File: src/rtl/siso_trellis_pkg.sv
package siso_trellis_pkg;
  localparam int unsigned MSG_W_DEF  = 4;
  localparam int unsigned STAGES_DEF = 6;
  // correction term applies when the combined magnitude is below this
  localparam int unsigned CORR_LIMIT = 2;
endpackage

File: src/rtl/quartet_unit.sv
module quartet_unit
  import siso_trellis_pkg::*;
#(
  parameter int unsigned W = MSG_W_DEF
) (
  input  logic signed [W-1:0] x_i,
  input  logic signed [W-1:0] y_i,
  output logic signed [W-1:0] q_o
);
  localparam int XW = W + 2;
  localparam logic signed [XW-1:0] MAXV = XW'((1 <<< (W-1)) - 1);
  localparam logic signed [XW-1:0] MINV = -MAXV - XW'(1);
  localparam logic signed [XW-1:0] LIM  = XW'(CORR_LIMIT);

  logic signed [XW-1:0] xs, ys, sum, dif, mx, base, dp, dm, cp, cm, r;

  always_comb begin
    xs   = XW'(x_i);
    ys   = XW'(y_i);
    sum  = xs + ys;
    dif  = xs - ys;
    mx   = (xs > ys) ? xs : ys;
    // max(x+y,0) - max(x,y): signed-min core
    base = ((sum > 0) ? sum : '0) - mx;
    dp   = (sum < 0) ? -sum : sum;
    dm   = (dif < 0) ? -dif : dif;
    cp   = (dp < LIM) ? XW'(1) : '0;
    cm   = (dm < LIM) ? XW'(1) : '0;
    r    = base + cp - cm;
    if (r > MAXV)      q_o = MAXV[W-1:0];
    else if (r < MINV) q_o = MINV[W-1:0];
    else               q_o = r[W-1:0];
  end
endmodule

File: src/rtl/metric_stack.sv
module metric_stack #(
  parameter int unsigned EW    = 8,
  parameter int unsigned DEPTH = 3
) (
  input  logic          clk_i,
  input  logic          rst_ni,
  input  logic          push_i,
  input  logic          pop_i,
  input  logic [EW-1:0] din_i,
  output logic [EW-1:0] top_o
);
  localparam int PW = $clog2(DEPTH + 1);
  localparam int IW = (DEPTH > 1) ? $clog2(DEPTH) : 1;

  logic [EW-1:0] mem_q [DEPTH];
  logic [PW-1:0] sp_q;
  logic [IW-1:0] wr_idx, top_idx;

  assign wr_idx  = IW'(sp_q);
  assign top_idx = IW'(sp_q - PW'(1));
  assign top_o   = mem_q[top_idx];

  always_ff @(posedge clk_i or negedge rst_ni) begin
    if (!rst_ni) begin
      sp_q <= '0;
    end else if (push_i) begin
      sp_q <= sp_q + PW'(1);
    end else if (pop_i) begin
      sp_q <= sp_q - PW'(1);
    end
  end

  always_ff @(posedge clk_i) begin
    if (push_i) mem_q[wr_idx] <= din_i;
  end

  a_r3_no_overflow: assert property (@(posedge clk_i) disable iff (!rst_ni)
    push_i |-> (sp_q < PW'(DEPTH)));
  a_r3_no_underflow: assert property (@(posedge clk_i) disable iff (!rst_ni)
    pop_i |-> (sp_q != '0));
  a_r3_exclusive: assert property (@(posedge clk_i) disable iff (!rst_ni)
    !(push_i && pop_i));
endmodule

File: src/rtl/siso_parity_trellis.sv
module siso_parity_trellis
  import siso_trellis_pkg::*;
#(
  parameter int unsigned MSG_W  = MSG_W_DEF,
  parameter int unsigned STAGES = STAGES_DEF
) (
  input  logic             clk_i,
  input  logic             rst_ni,
  input  logic             start_i,
  input  logic [MSG_W-1:0] lam_fwd_i,
  input  logic [MSG_W-1:0] lam_bwd_i,
  output logic [MSG_W-1:0] ext_hi_o,
  output logic [MSG_W-1:0] ext_lo_o,
  output logic             ext_valid_o,
  output logic             done_o
);
  localparam int unsigned HALF = STAGES / 2;
  localparam int PH_W = $clog2(STAGES + 1);
  localparam int EW   = 2 * MSG_W;
  localparam logic signed [MSG_W-1:0] INIT = {1'b0, {(MSG_W-1){1'b1}}};

  logic [PH_W-1:0] phase_q;
  logic accept, loading, emitting;
  logic signed [MSG_W-1:0] alpha_q, beta_q;

  // index 0: forward, 1: backward
  logic signed [MSG_W-1:0] rec_a [2];
  logic signed [MSG_W-1:0] rec_b [2];
  logic signed [MSG_W-1:0] rec_q [2];
  logic [EW-1:0]           stk_top [2];
  logic signed [MSG_W-1:0] top_met [2];
  logic signed [MSG_W-1:0] top_lam [2];

  assign accept   = start_i && (phase_q == '0);
  assign loading  = accept || ((phase_q != '0) && (phase_q < PH_W'(HALF)));
  assign emitting = (phase_q >= PH_W'(HALF)) && (phase_q < PH_W'(STAGES));

  assign rec_a[0] = accept ? INIT : alpha_q;
  assign rec_a[1] = accept ? INIT : beta_q;
  // past the midpoint each recursion consumes the metric stored by the other
  assign rec_b[0] = loading ? $signed(lam_fwd_i) : top_lam[1];
  assign rec_b[1] = loading ? $signed(lam_bwd_i) : top_lam[0];

  for (genvar d = 0; d < 2; d++) begin : g_dir
    quartet_unit #(.W(MSG_W)) u_rec (
      .x_i (rec_a[d]),
      .y_i (rec_b[d]),
      .q_o (rec_q[d])
    );
    metric_stack #(.EW(EW), .DEPTH(HALF)) u_stk (
      .clk_i  (clk_i),
      .rst_ni (rst_ni),
      .push_i (loading),
      .pop_i  (emitting),
      .din_i  ({rec_a[d], rec_b[d]}),
      .top_o  (stk_top[d])
    );
    assign top_met[d] = $signed(stk_top[d][EW-1:MSG_W]);
    assign top_lam[d] = $signed(stk_top[d][MSG_W-1:0]);
  end

  logic signed [MSG_W-1:0] out_hi, out_lo;

  quartet_unit #(.W(MSG_W)) u_out_hi (
    .x_i (alpha_q),
    .y_i (top_met[1]),
    .q_o (out_hi)
  );
  quartet_unit #(.W(MSG_W)) u_out_lo (
    .x_i (top_met[0]),
    .y_i (beta_q),
    .q_o (out_lo)
  );

  always_ff @(posedge clk_i or negedge rst_ni) begin
    if (!rst_ni) begin
      phase_q <= '0;
      alpha_q <= '0;
      beta_q  <= '0;
    end else begin
      if (accept)
        phase_q <= PH_W'(1);
      else if (phase_q == PH_W'(STAGES))
        phase_q <= '0;
      else if (phase_q != '0)
        phase_q <= phase_q + PH_W'(1);
      if (loading || emitting) begin
        alpha_q <= rec_q[0];
        beta_q  <= rec_q[1];
      end
    end
  end

  assign ext_hi_o    = out_hi;
  assign ext_lo_o    = out_lo;
  assign ext_valid_o = emitting;
  assign done_o      = (phase_q == PH_W'(STAGES));

  function automatic logic [MSG_W:0] mag(input logic signed [MSG_W-1:0] v);
    logic signed [MSG_W:0] e;
    e = {v[MSG_W-1], v};
    return (e < 0) ? -e : e;
  endfunction

  a_r6_done_after_pairs: assert property (@(posedge clk_i) disable iff (!rst_ni)
    done_o |-> ($past(ext_valid_o) && !ext_valid_o));
  a_r6_done_single: assert property (@(posedge clk_i) disable iff (!rst_ni)
    done_o |=> !done_o);
  a_r5_valid_run: assert property (@(posedge clk_i) disable iff (!rst_ni)
    ext_valid_o |=> (ext_valid_o || done_o));
  a_r7_busy_advances: assert property (@(posedge clk_i) disable iff (!rst_ni)
    (phase_q != '0) |=> ((phase_q == '0) ? ($past(phase_q) == PH_W'(STAGES))
                                         : (phase_q == $past(phase_q) + PH_W'(1))));
  a_r2_hi_bound: assert property (@(posedge clk_i) disable iff (!rst_ni)
    ext_valid_o |-> ({1'b0, mag(out_hi)} <= {1'b0, mag(top_met[1])} + (MSG_W+2)'(1)));
  a_r2_lo_bound: assert property (@(posedge clk_i) disable iff (!rst_ni)
    ext_valid_o |-> ({1'b0, mag(out_lo)} <= {1'b0, mag(top_met[0])} + (MSG_W+2)'(1)));
endmodule

File: config.mk
export PLATFORM = sky130hd
export DESIGN_NAME = siso_parity_trellis
export DESIGN_NICKNAME = d
export VERILOG_FILES = /design/src/rtl/siso_trellis_pkg.sv /design/src/rtl/quartet_unit.sv /design/src/rtl/metric_stack.sv /design/src/rtl/siso_parity_trellis.sv
export SDC_FILE = /design/constraint.sdc
export NUM_CORES = 1
export LEC_CHECK = 0
export CAP_MARGIN = 20
export CORE_ASPECT_RATIO = 0.6
export CORE_UTILIZATION = 57
export DETAILED_ROUTE_END_ITERATION = 8
export DONT_BUFFER_PORTS = 1
export GPL_TIMING_DRIVEN = 0
export PLACE_DENSITY = 0.71
export SLEW_MARGIN = 20
export SYNTH_ARGS = -nofsm -noshare
export SYNTH_HDL_FRONTEND = slang
export SYNTH_HIERARCHICAL = 1
export SYNTH_SLANG_ARGS = --single-unit
File: constraint.sdc
create_clock -name clk_i -period 8 [get_ports clk_i]
set_clock_uncertainty 0.15 [all_clocks]
set_input_delay 0 -clock clk_i [delete_from_list [all_inputs] [get_ports clk_i]]
set_output_delay 0 -clock clk_i [all_outputs]
set_load 0.01 [all_outputs]
* Word-level counts from Yosys, hierarchy flattened
Memories as Yosys holds them, arrays and structs flattened.
Index checks and enable logic that the tools add are counted.
** Storage, ports and cells
- Bits of input ports :: 11
- Memories kept :: 2
- Output and inout bits :: 10
- Register bits :: 15
- Bits in writable memories :: 48
- Word-level logic and storage cells :: 130
** Memories
- g_dir[0].u_stk.mem_q :: words 3, bits a word 8, rd ports 1, clocked after memory_dff 0, wr ports 1, RTL line metric_stack.sv:15 : logic [EW-1:0] mem_q [DEPTH];
- g_dir[1].u_stk.mem_q :: words 3, bits a word 8, rd ports 1, clocked after memory_dff 0, wr ports 1, RTL line metric_stack.sv:15
** Operators by class
- Order comparisons :: 35
- Muxes and demuxes :: 45
- Eq/ne operators :: 1
- $add $sub $neg :: 33
- Reduce and logical (&&, ||, !) cells :: 9
** Operators with widths (count)
- two-way mux 6 bit :: 16
- less-than comparator 6 x 3 -> 1 bit, second input constant :: 8
- two-way mux 4 bit :: 12
- negator 5 -> 6 bit :: 8
- subtractor 6 bit :: 8
- less-than comparator 5 x 1 -> 1 bit, second input constant :: 8
- adder 6 bit :: 4
- > comparator 6 x 4 -> 1 bit, second input constant :: 4
- less-than comparator 6 x 4 -> 1 bit, second input constant :: 4
- adder 4 x 4 -> 5 bit :: 4
- > comparator 5 x 1 -> 1 bit, second input constant :: 4
- subtractor 4 x 4 -> 5 bit :: 4
- > comparator 4 bit :: 4
- two-way mux 1 bit :: 10
- two-way mux 3 bit :: 3
- two-way mux 2 bit :: 4
- nonzero test 3 bit :: 2
- adder 2 x 1 -> 2 bit, second input constant :: 2
- subtractor 2 x 1 -> 2 bit, second input constant :: 2
- adder 3 x 1 -> 3 bit, second input constant :: 1
- equality test 3 bit, second input constant :: 1
- greater-or-equal comparator 3 x 2 -> 1 bit, second input constant :: 1
- logical AND 1 bit :: 3
- zero test 3 bit :: 1
- 4 further kinds :: 5

* Logic depth before layout (Yosys ltp)
Gate-level depths: netlist of run 1.
- Word-level depth :: 14
- Depth in mapped cells :: 29
- Mapped depth without buffers :: 26

* By module
The synthesis of run 1 kept the hierarchy.
** By module, submodules not included
- metric_stack :: seq. area each 770.7 um^2, area each 1052.3 um^2, cells each 66, times used 2
- quartet_unit (g_dir[1].u_rec ...) :: seq. area each 0.0 um^2, area each 838.3 um^2, cells each 98, times used 2
- quartet_unit (u_out_lo) :: seq. area each 0.0 um^2, area each 970.9 um^2, cells each 124, times used 1
- quartet_unit (g_dir[0].u_rec) :: seq. area each 0.0 um^2, area each 865.8 um^2, cells each 106, times used 1
- siso_parity_trellis :: seq. area each 275.3 um^2, area each 803.3 um^2, cells each 85, times used 1

* Worst setup path after synthesis of run 1
Ideal clock, no wire load.
- Path kind :: register -> register
- Start point :: reg g_dir[1].u_stk.sp_q[0]
- End point :: reg alpha_q[0]
- Setup time :: 0.125 ns
- Data required time :: 7.725 ns
- Setup slack :: 2.412 ns
- Data arrival time :: 5.313 ns
- Cell stages (with the launch flop) :: 27
- Period minus slack after synthesis :: 5.588 ns
- Buffers on the path :: 3
- Cell sequence :: dfrtp_1 -> buf_6 -> inv_1 -> ha_1 -> buf_6 -> buf_4 -> a21oi_1 -> mux2_4 -> inv_1 -> ha_1 -> nor2b_1 -> o21ai_0 -> nand2_1 -> a31oi_4 -> mux2_2 -> fa_1 -> fa_1 -> inv_1 -> ha_1 -> inv_1 -> fa_1 -> nor2b_1 -> o21a_1 -> or3_1 -> a22oi_1 -> o22ai_1 -> mux2_2
** RTL lines
- from (decl) :: RTL line metric_stack.sv:16 : logic [PW-1:0] sp_q;
- from (signal assigned) :: RTL line metric_stack.sv:27 : sp_q <= sp_q + PW'(1);
- from (signal assigned) :: RTL line metric_stack.sv:29 : sp_q <= sp_q - PW'(1);
- to (signal assigned) :: RTL line siso_parity_trellis.sv:88 : alpha_q <= rec_q[0];
- to (decl) :: RTL line siso_parity_trellis.sv:24 : logic signed [MSG_W-1:0] alpha_q, beta_q;

==> impl_results.md, run 1 <==
- Core Box Area: between 0.01 and 0.015 mm^2
- CP max FO: 10
- Post-synth top area share: approximately 22%
- Die width: 139 um
- Syn Inst Count: 643
- Critical Path Source Type: flop
- Clock Root Buffer: clkbuf_16
- Post-Route WL: between 10 and 15 mm
- Placed Cells: slightly below 800
- Min cycle time layout: 6.42 ns
- Most frequent cells in the layout: ha_1, inv_1, edfxtp_1, nor2_1, a21oi_1
- Max cap viols: 0
- WS Path Type: flop to primary output
- Syn_nets: around 760
- Worst EP arrival: approximately 6.3 ns
- I/O pin cnt: 21
- Post-synthesis sequential area ratio: between 20% and 30%
- FP Rows: 29
- Top cell type by total area after synthesis: edfxtp_1
- Antenna violations before repair: 0
- Clock slew seen by the registers of the worst setup and hold paths: roughly 0.05 ns
- Area Overhead vs Synth: 8.63%
- Via/cell ratio: between 5 and 6
- Die Ht: between 80 and 90 um
- Initial Utilization: 59.6%
- Finished Cell Area: roughly 0.007 mm^2
- Post-route setup TNS: 0 ns
- Kind of end point of the critical path: primary output
- H-tree levels: 3
- Pins Over Slew Limit: 0
- Reg-to-reg slack, setup: about 1.6 ns
- Non-filler instance count after layout: a little over 800
- CTS tree: yes
- Most common cell after layout, fill and taps aside: ha_1
- Final Hold Viols: 0
- Initial DRT Pass Iterations: 4
- Synth cell types: 67
- Main flop type after synthesis: edfxtp_1
- Synthesized area per cell: between 9 and 10 um^2
- Reg2reg start: g_dir[1].u_stk/sp_q[0]
- Most area-consuming cells after synthesis: edfxtp_1, ha_1, fa_1
- FFs w/ async S/R, synth: 23.8%
- Yosys warning count: 6
- Wire per inst: 16.8 um
- Detailed placer's ending HPWL: between 10 and 15 mm
- Largest net degree at the start of global routing: 16
- Status: complete, no violations
- Initial drt markers: 228
- Clock Sinks: 63
- Final setup viols: 0
- RePlAce Congestion: approximately 0.84
- Total gr overflow: 0
- Maximum clock rate: 156 MHz
- DRT antenna net count: 0
- Tcrit/Tclk final: 80.3%
- EDFF count, synth: between 40 and 50
- DRC: 0
- Synthesized flop and latch total: 63
- Clk buf depth: 2
- Die ar.: approximately 0.012 mm^2
- Worst Max-Slew Pin Slew: between 0.8 and 0.9 ns
- Clk Latency, worst-skew pair: around 0.33 ns
- Min-delay worst type: primary input to asynchronous set/reset pin
- Gr usage total: about a quarter
- Nets: between 700 and 800
- IO buf count: 0
- CP Data Required Time: ~8 ns
- CP startpoint: g_dir[0].u_stk/sp_q[0]
- Vias in the first global route: 4595
- Post-Syn Area: around 0.0064 mm^2
- Slew headroom: 44.4%
- Setup Fix Bufs, Post-CTS: 0
- Vias: between 4000 and 5000
- Share of layout cells above drive strength 1: roughly 13%
- RSZ-0062 raised after global routing: false
- Antenna diode count: 0
- Placed Instance Area: ~0.0066 mm^2
- CTS buffer count: 9
- First-pass GRT wire length: 23.1 mm
-- final timing paths --
check | cells after the start | end
worst max-delay path | 23 | ext_lo_o[0]
worst min-delay path | 1 | phase_q[0]
worst max register to register | 27 | alpha_q[1]
worst min register to register | 1 | g_dir[0].u_stk/sp_q[1]
max in group asynchronous | 1 | alpha_q[0]
min in group clk_i | 4 | beta_q[2]
-- sequential cells by signal (all words and copies together) (netlist names) --
register           cells
alpha_q                4
beta_q                 4
g_dir.u_stk/mem_q     48
g_dir.u_stk/sp_q       4
phase_q                3
-- cell families after synthesis --
group,count (synthesis),synth area share [%]
DFF,63,28.3
xor gates and xnor gates,30,4.56
buffers and inverters,93,6.92
and+or+nand+nor,185,15.8
AOI/OAI and AO/OA,114,12.5
adders and majority gates,103,22.4
muxes,55,9.55
-- through the flow --
| stage | hold WS [ns] | utilization (%) | worst slack [ns] |
|---|---|---|---|
| 3_3_place_gp | -0.445 | 61.2 | 1.80 |
| 3_5_place_dp | -0.445 | 61.2 | 1.67 |
| 2_1_floorplan | -0.446 | - | 2.41 |
| 6_report | 0.0223 | 64.7 | 1.58 |
| 4_1_cts | 0.0288 | 64.7 | 1.58 |
| 5_1_grt | 0.0748 | 64.7 | 1.10 |
-- metal layers --
layer  up-vias  share of wire, %  global-route usage, %
met4         0              0.83                   4.95
met1      2255                50                   35.8
met5         -                 0                      0
met2       108                44                   39.9
li1       2330                 -                      -
met3        16               5.0                   4.28
-- synthesized netlist by cell type (8+ instances only) --
library cell   n
a2111oi_0      8
a21oi_1       38
and2_1        10
buf_6         10
dfrtp_1       15
edfxtp_1      48
fa_1          20
ha_1          83
inv_1         69
mux2_1         8
mux2_2        10
mux2_4         8
mux2i_1       29
nand2_1       23
nand2b_1      15
nand3_1       15
nand4_1        8
nor2_1        41
nor2b_1       10
nor3_1        23
o21ai_0        9
o22ai_1       11
or2_2         13
xnor2_1       13
xor2_1        13
-- timing repair --
| item | CTS | global route |
|---|---|---|
| resized for setup | 0 | 0 |
| endpoints found under the hold margin | 48 | 0 |
| hold buffers | 10 | 0 |
-- critical path, cell delays in order, from the launching register on --
cell	delay [ns]
dfrtp_1	0.36
buf_6	0.19
inv_1	0.08
ha_1	0.31
buf_6	0.15
buf_4	0.18
a21oi_1	0.28
inv_1	0.08
ha_1	0.23
fa_1	0.50
ha_1	0.22
or2_2	0.29
a221o_1	0.32
mux2i_1	0.19
fa_1	0.24
fa_1	0.42
inv_1	0.07
ha_1	0.19
inv_1	0.06
fa_1	0.41
xor2_2	0.38
a2111oi_0	0.14
a2111oi_0	0.41
o21ai_1	0.22
-- area by class of cell --
type / count / area (um^2)
clock buffer: 10 / 229
clock inverter: 6 / 51.3
tap: 139 / 174
fill: 845 / 3800
timing repair buffer: 10 / 100
inverter: 71 / 267
sequential: 63 / 1820
multi-input combinational: 487 / 4160
buffer: 22 / 178
Power of run 1 is left out: the tool's default activity adds up to more than one toggle a clock period on the data nets, which glitch-free logic cannot reach.
==> run 2: changes to the inputs <==
PLACE_DENSITY = 0.74   (was 0.71)
clock period = 5.7 ns   (was 8 ns; I/O delays follow)
==> run 2 against run 1 <==
  * The run now ends with setup timing left
  * Flip-flop and latch count unchanged
  * Clock-buffer cell count did not move
  * Critical path type is now flop to flop
  * Die area did not move
  * Global-route usage up 2.9 points
  * Non-clock buffer count rose by 53
  * Design area rose by 18%
  * Via count is 14% higher
  * Final cell count increased by 6.7%
  * Sequential share of layout area down 4.0 points
  * Critical path depth up 1
  * Highest routed layer unchanged
  * Largest cell class unchanged
  * Hold slack improved by 0.026 ns
==> impl_results.md, run 2 (synthesis results as in run 1) <==
- Clock Sinks: 63 (unchanged)
- Initial DRT Pass Iterations: 7 (was 4)
- Clock Root Buffer: clkbuf_16 (unchanged)
- Antenna diode count: 0 (unchanged)
- Core Box Area: 0.0108 mm^2 (unchanged)
- DRC: 0 (unchanged)
- CP max stage cell: fa_1 (unchanged)
- Placed Cells: 782 (unchanged)
- Status: finished, violations left (was complete, no violations)
- CP startpoint: phase_q[1] (was g_dir[0].u_stk/sp_q[0])
- Pins Over Slew Limit: 0 (unchanged)
- CP max FO: 8 (was 10)
- Clk buf depth: 2 (unchanged)
- FP Rows: 29 (unchanged)
- Non-filler instance count after layout: 862 (was 808)
- Final setup viols: 3 (was 0)
- Final core utilization: 76.6% (was 64.7%)
- Die width: 139 um (unchanged)
- Reg2reg start: phase_q[1] (was g_dir[1].u_stk/sp_q[0])
- Nets: 832 (was 778)
- H-tree levels: 3 (unchanged)
- CTS buffer count: 9 (unchanged)
- Antenna violations before repair: 0 (unchanged)
- Most frequent cells in the layout: ha_1, inv_1, buf_4, edfxtp_1, nor2_1 (was ha_1, inv_1, edfxtp_1, nor2_1, a21oi_1)
- Final worst setup slack: -0.0827 ns (was 1.58 ns)
- Failing checks: setup timing
- Min cycle time layout: roughly 5.8 ns
- Max reg flops: 48 (unchanged)
- Clk Latency, worst-skew pair: 0.33 ns (about the same)
- Kind of end point of the critical path: flop (was primary output)
- Largest net degree at the start of global routing: 16 (unchanged)
- Worst Max-Slew Pin Slew: 1.02 ns (was 0.826 ns)
- Wire per inst: 20.3 um (was 16.8 um)
- CP Data Required Time: 5.79 ns (was 7.85 ns)
- Slowest stage delay, CP: 0.52 ns (was 0.50 ns)
- WS Path Type: flop to flop (was flop to primary output)
- Slew headroom: 31.0% (was 44.4%)
- IO buf count: 0 (unchanged)
- Die ar.: 0.0117 mm^2 (unchanged)
- I/O pin cnt: 21 (unchanged)
- Share of layout cells above drive strength 1: 35.8% (was 12.6%)
- Vias: 5375 (was 4709)
- Clock slew seen by the registers of the worst setup and hold paths: 0.06 ns (was 0.05 ns)
- Worst EP arrival: 5.87 ns (was 6.27 ns)
- HP Start: start_i
- Min-delay worst type: primary input to flop (was primary input to asynchronous set/reset pin)
- CTS tree: yes (unchanged)
- Detailed placer's ending HPWL: 10.6 mm (was 10.5 mm)
- DRT antenna net count: 0 (unchanged)
- Most common cell after layout, fill and taps aside: ha_1 (unchanged)
- Initial Utilization: 59.6% (unchanged)
- Total gr overflow: 0 (unchanged)
- Top reg by flops: g_dir.u_stk/mem_q (unchanged)
- Die Ht: 84.2 um (unchanged)
- Critical Path Source Type: flop (unchanged)
- Final Hold Viols: 0 (unchanged)
- CP Cell Sequence: buf_6 -> and2_4 -> or3_4 -> mux2_4 -> ha_4 -> fa_1 -> ha_2 -> nand3_2 -> o21a_1 -> a211o_1 -> mux2i_2 -> fa_2 -> fa_1 -> inv_1 -> ha_2 -> inv_2 -> fa_2 -> nor2b_1 -> o21a_1 -> or3_4 -> o2bb2ai_4 -> o2bb2ai_4 -> o22ai_2 -> nor3_2 (was buf_6 -> inv_1 -> ha_1 -> buf_6 -> buf_4 -> a21oi_1 -> inv_1 -> ha_1 -> fa_1 -> ha_1 -> or2_2 -> a221o_1 -> mux2i_1 -> fa_1 -> fa_1 -> inv_1 -> ha_1 -> inv_1 -> fa_1 -> xor2_2 -> a2111oi_0 -> a2111oi_0 -> o21ai_1)
- First-pass GRT wire length: 25.8 mm (was 23.1 mm)
- RePlAce Congestion: 0.868 (was 0.840)
- Max cap viols: 0 (unchanged)
- Reg-to-reg slack, setup: -0.08 ns (was 1.64 ns)
- Tcrit/Tclk final: 101%
- Via/cell ratio: 6.24 (was 5.83)
- Post-Route WL: 17.5 mm (was 13.6 mm)
- Vias in the first global route: 5314 (was 4595)
- Gr usage total: 27.8% (was 24.9%)
- Maximum clock rate: 173 MHz
- Area Overhead vs Synth: 28.5% (was 8.63%)
- Initial drt markers: 474 (was 228)
- RSZ-0062 raised after global routing: true (was false)
[run 2: metrics by stage]
stage | instance area [um^2] | setup slack [ns] | TNS (ns) | hold slack [ns]
6_report | 8250 | -0.0827 | -0.113 | 0.0486
5_1_grt | 8250 | -0.267 | -1.83 | 0.0537
4_1_cts | 7520 | -0.00442 | -0.00442 | 0.0491
3_5_place_dp | 6600 | -0.694 | -4.70 | -0.445
3_3_place_gp | 6600 | -0.427 | -2.65 | -0.445
2_1_floorplan | 6420 | 0.112 | 0 | -0.446
[run 2: timing repair]
item / CTS / global route
pin swaps: 24 / 45
buffers inserted: 23 / 31
setup endpoints to repair: 16 / 15
hold endpoints to repair: 47 / 0
gates cloned: 1 / 1
gates resized for setup: 85 / 99
hold buffers: 10 / 0
[run 2: layout make-up]
class,count,area [um^2]
buffer,20,185
fill,629,2520
sequential,63,1820
clock inverter,6,27.5
timing repair buffer,65,557
clock buffer,10,229
inverter,71,272
multi-input combinational,488,4990
tap,139,174
[run 2: critical path, delay by kind of cell (launching register included)]
family | cells | cell delay [ns]
mux | 2 | 0.57
flops | 1 | 0.37
compound gates | 6 | 0.96
buf+inv | 3 | 0.26
fa+ha+maj | 7 | 2.16
simple gates | 6 | 1.20
[run 2: final timing paths]
check,to,cells after the start
hold reg to reg,g_dir[1].u_stk/sp_q[1],1
min in group asynchronous,alpha_q[3],1
hold / removal,g_dir[0].u_stk/mem_q[0][4],2
max in group asynchronous,beta_q[0],1
setup / recovery,beta_q[1],24
setup reg to reg,beta_q[1],24
[run 2: metal layers]
metal | share of wire (%) | global-route usage (%) | vias to the layer above
li1 | - | - | 2434
met1 | 42 | 37.0 | 2634
met2 | 49 | 48.0 | 255
met3 | 7.2 | 4.73 | 52
met4 | 2.5 | 6.36 | 0
met5 | 0 | 0 | -
Power of run 2 is left out for the same reason.
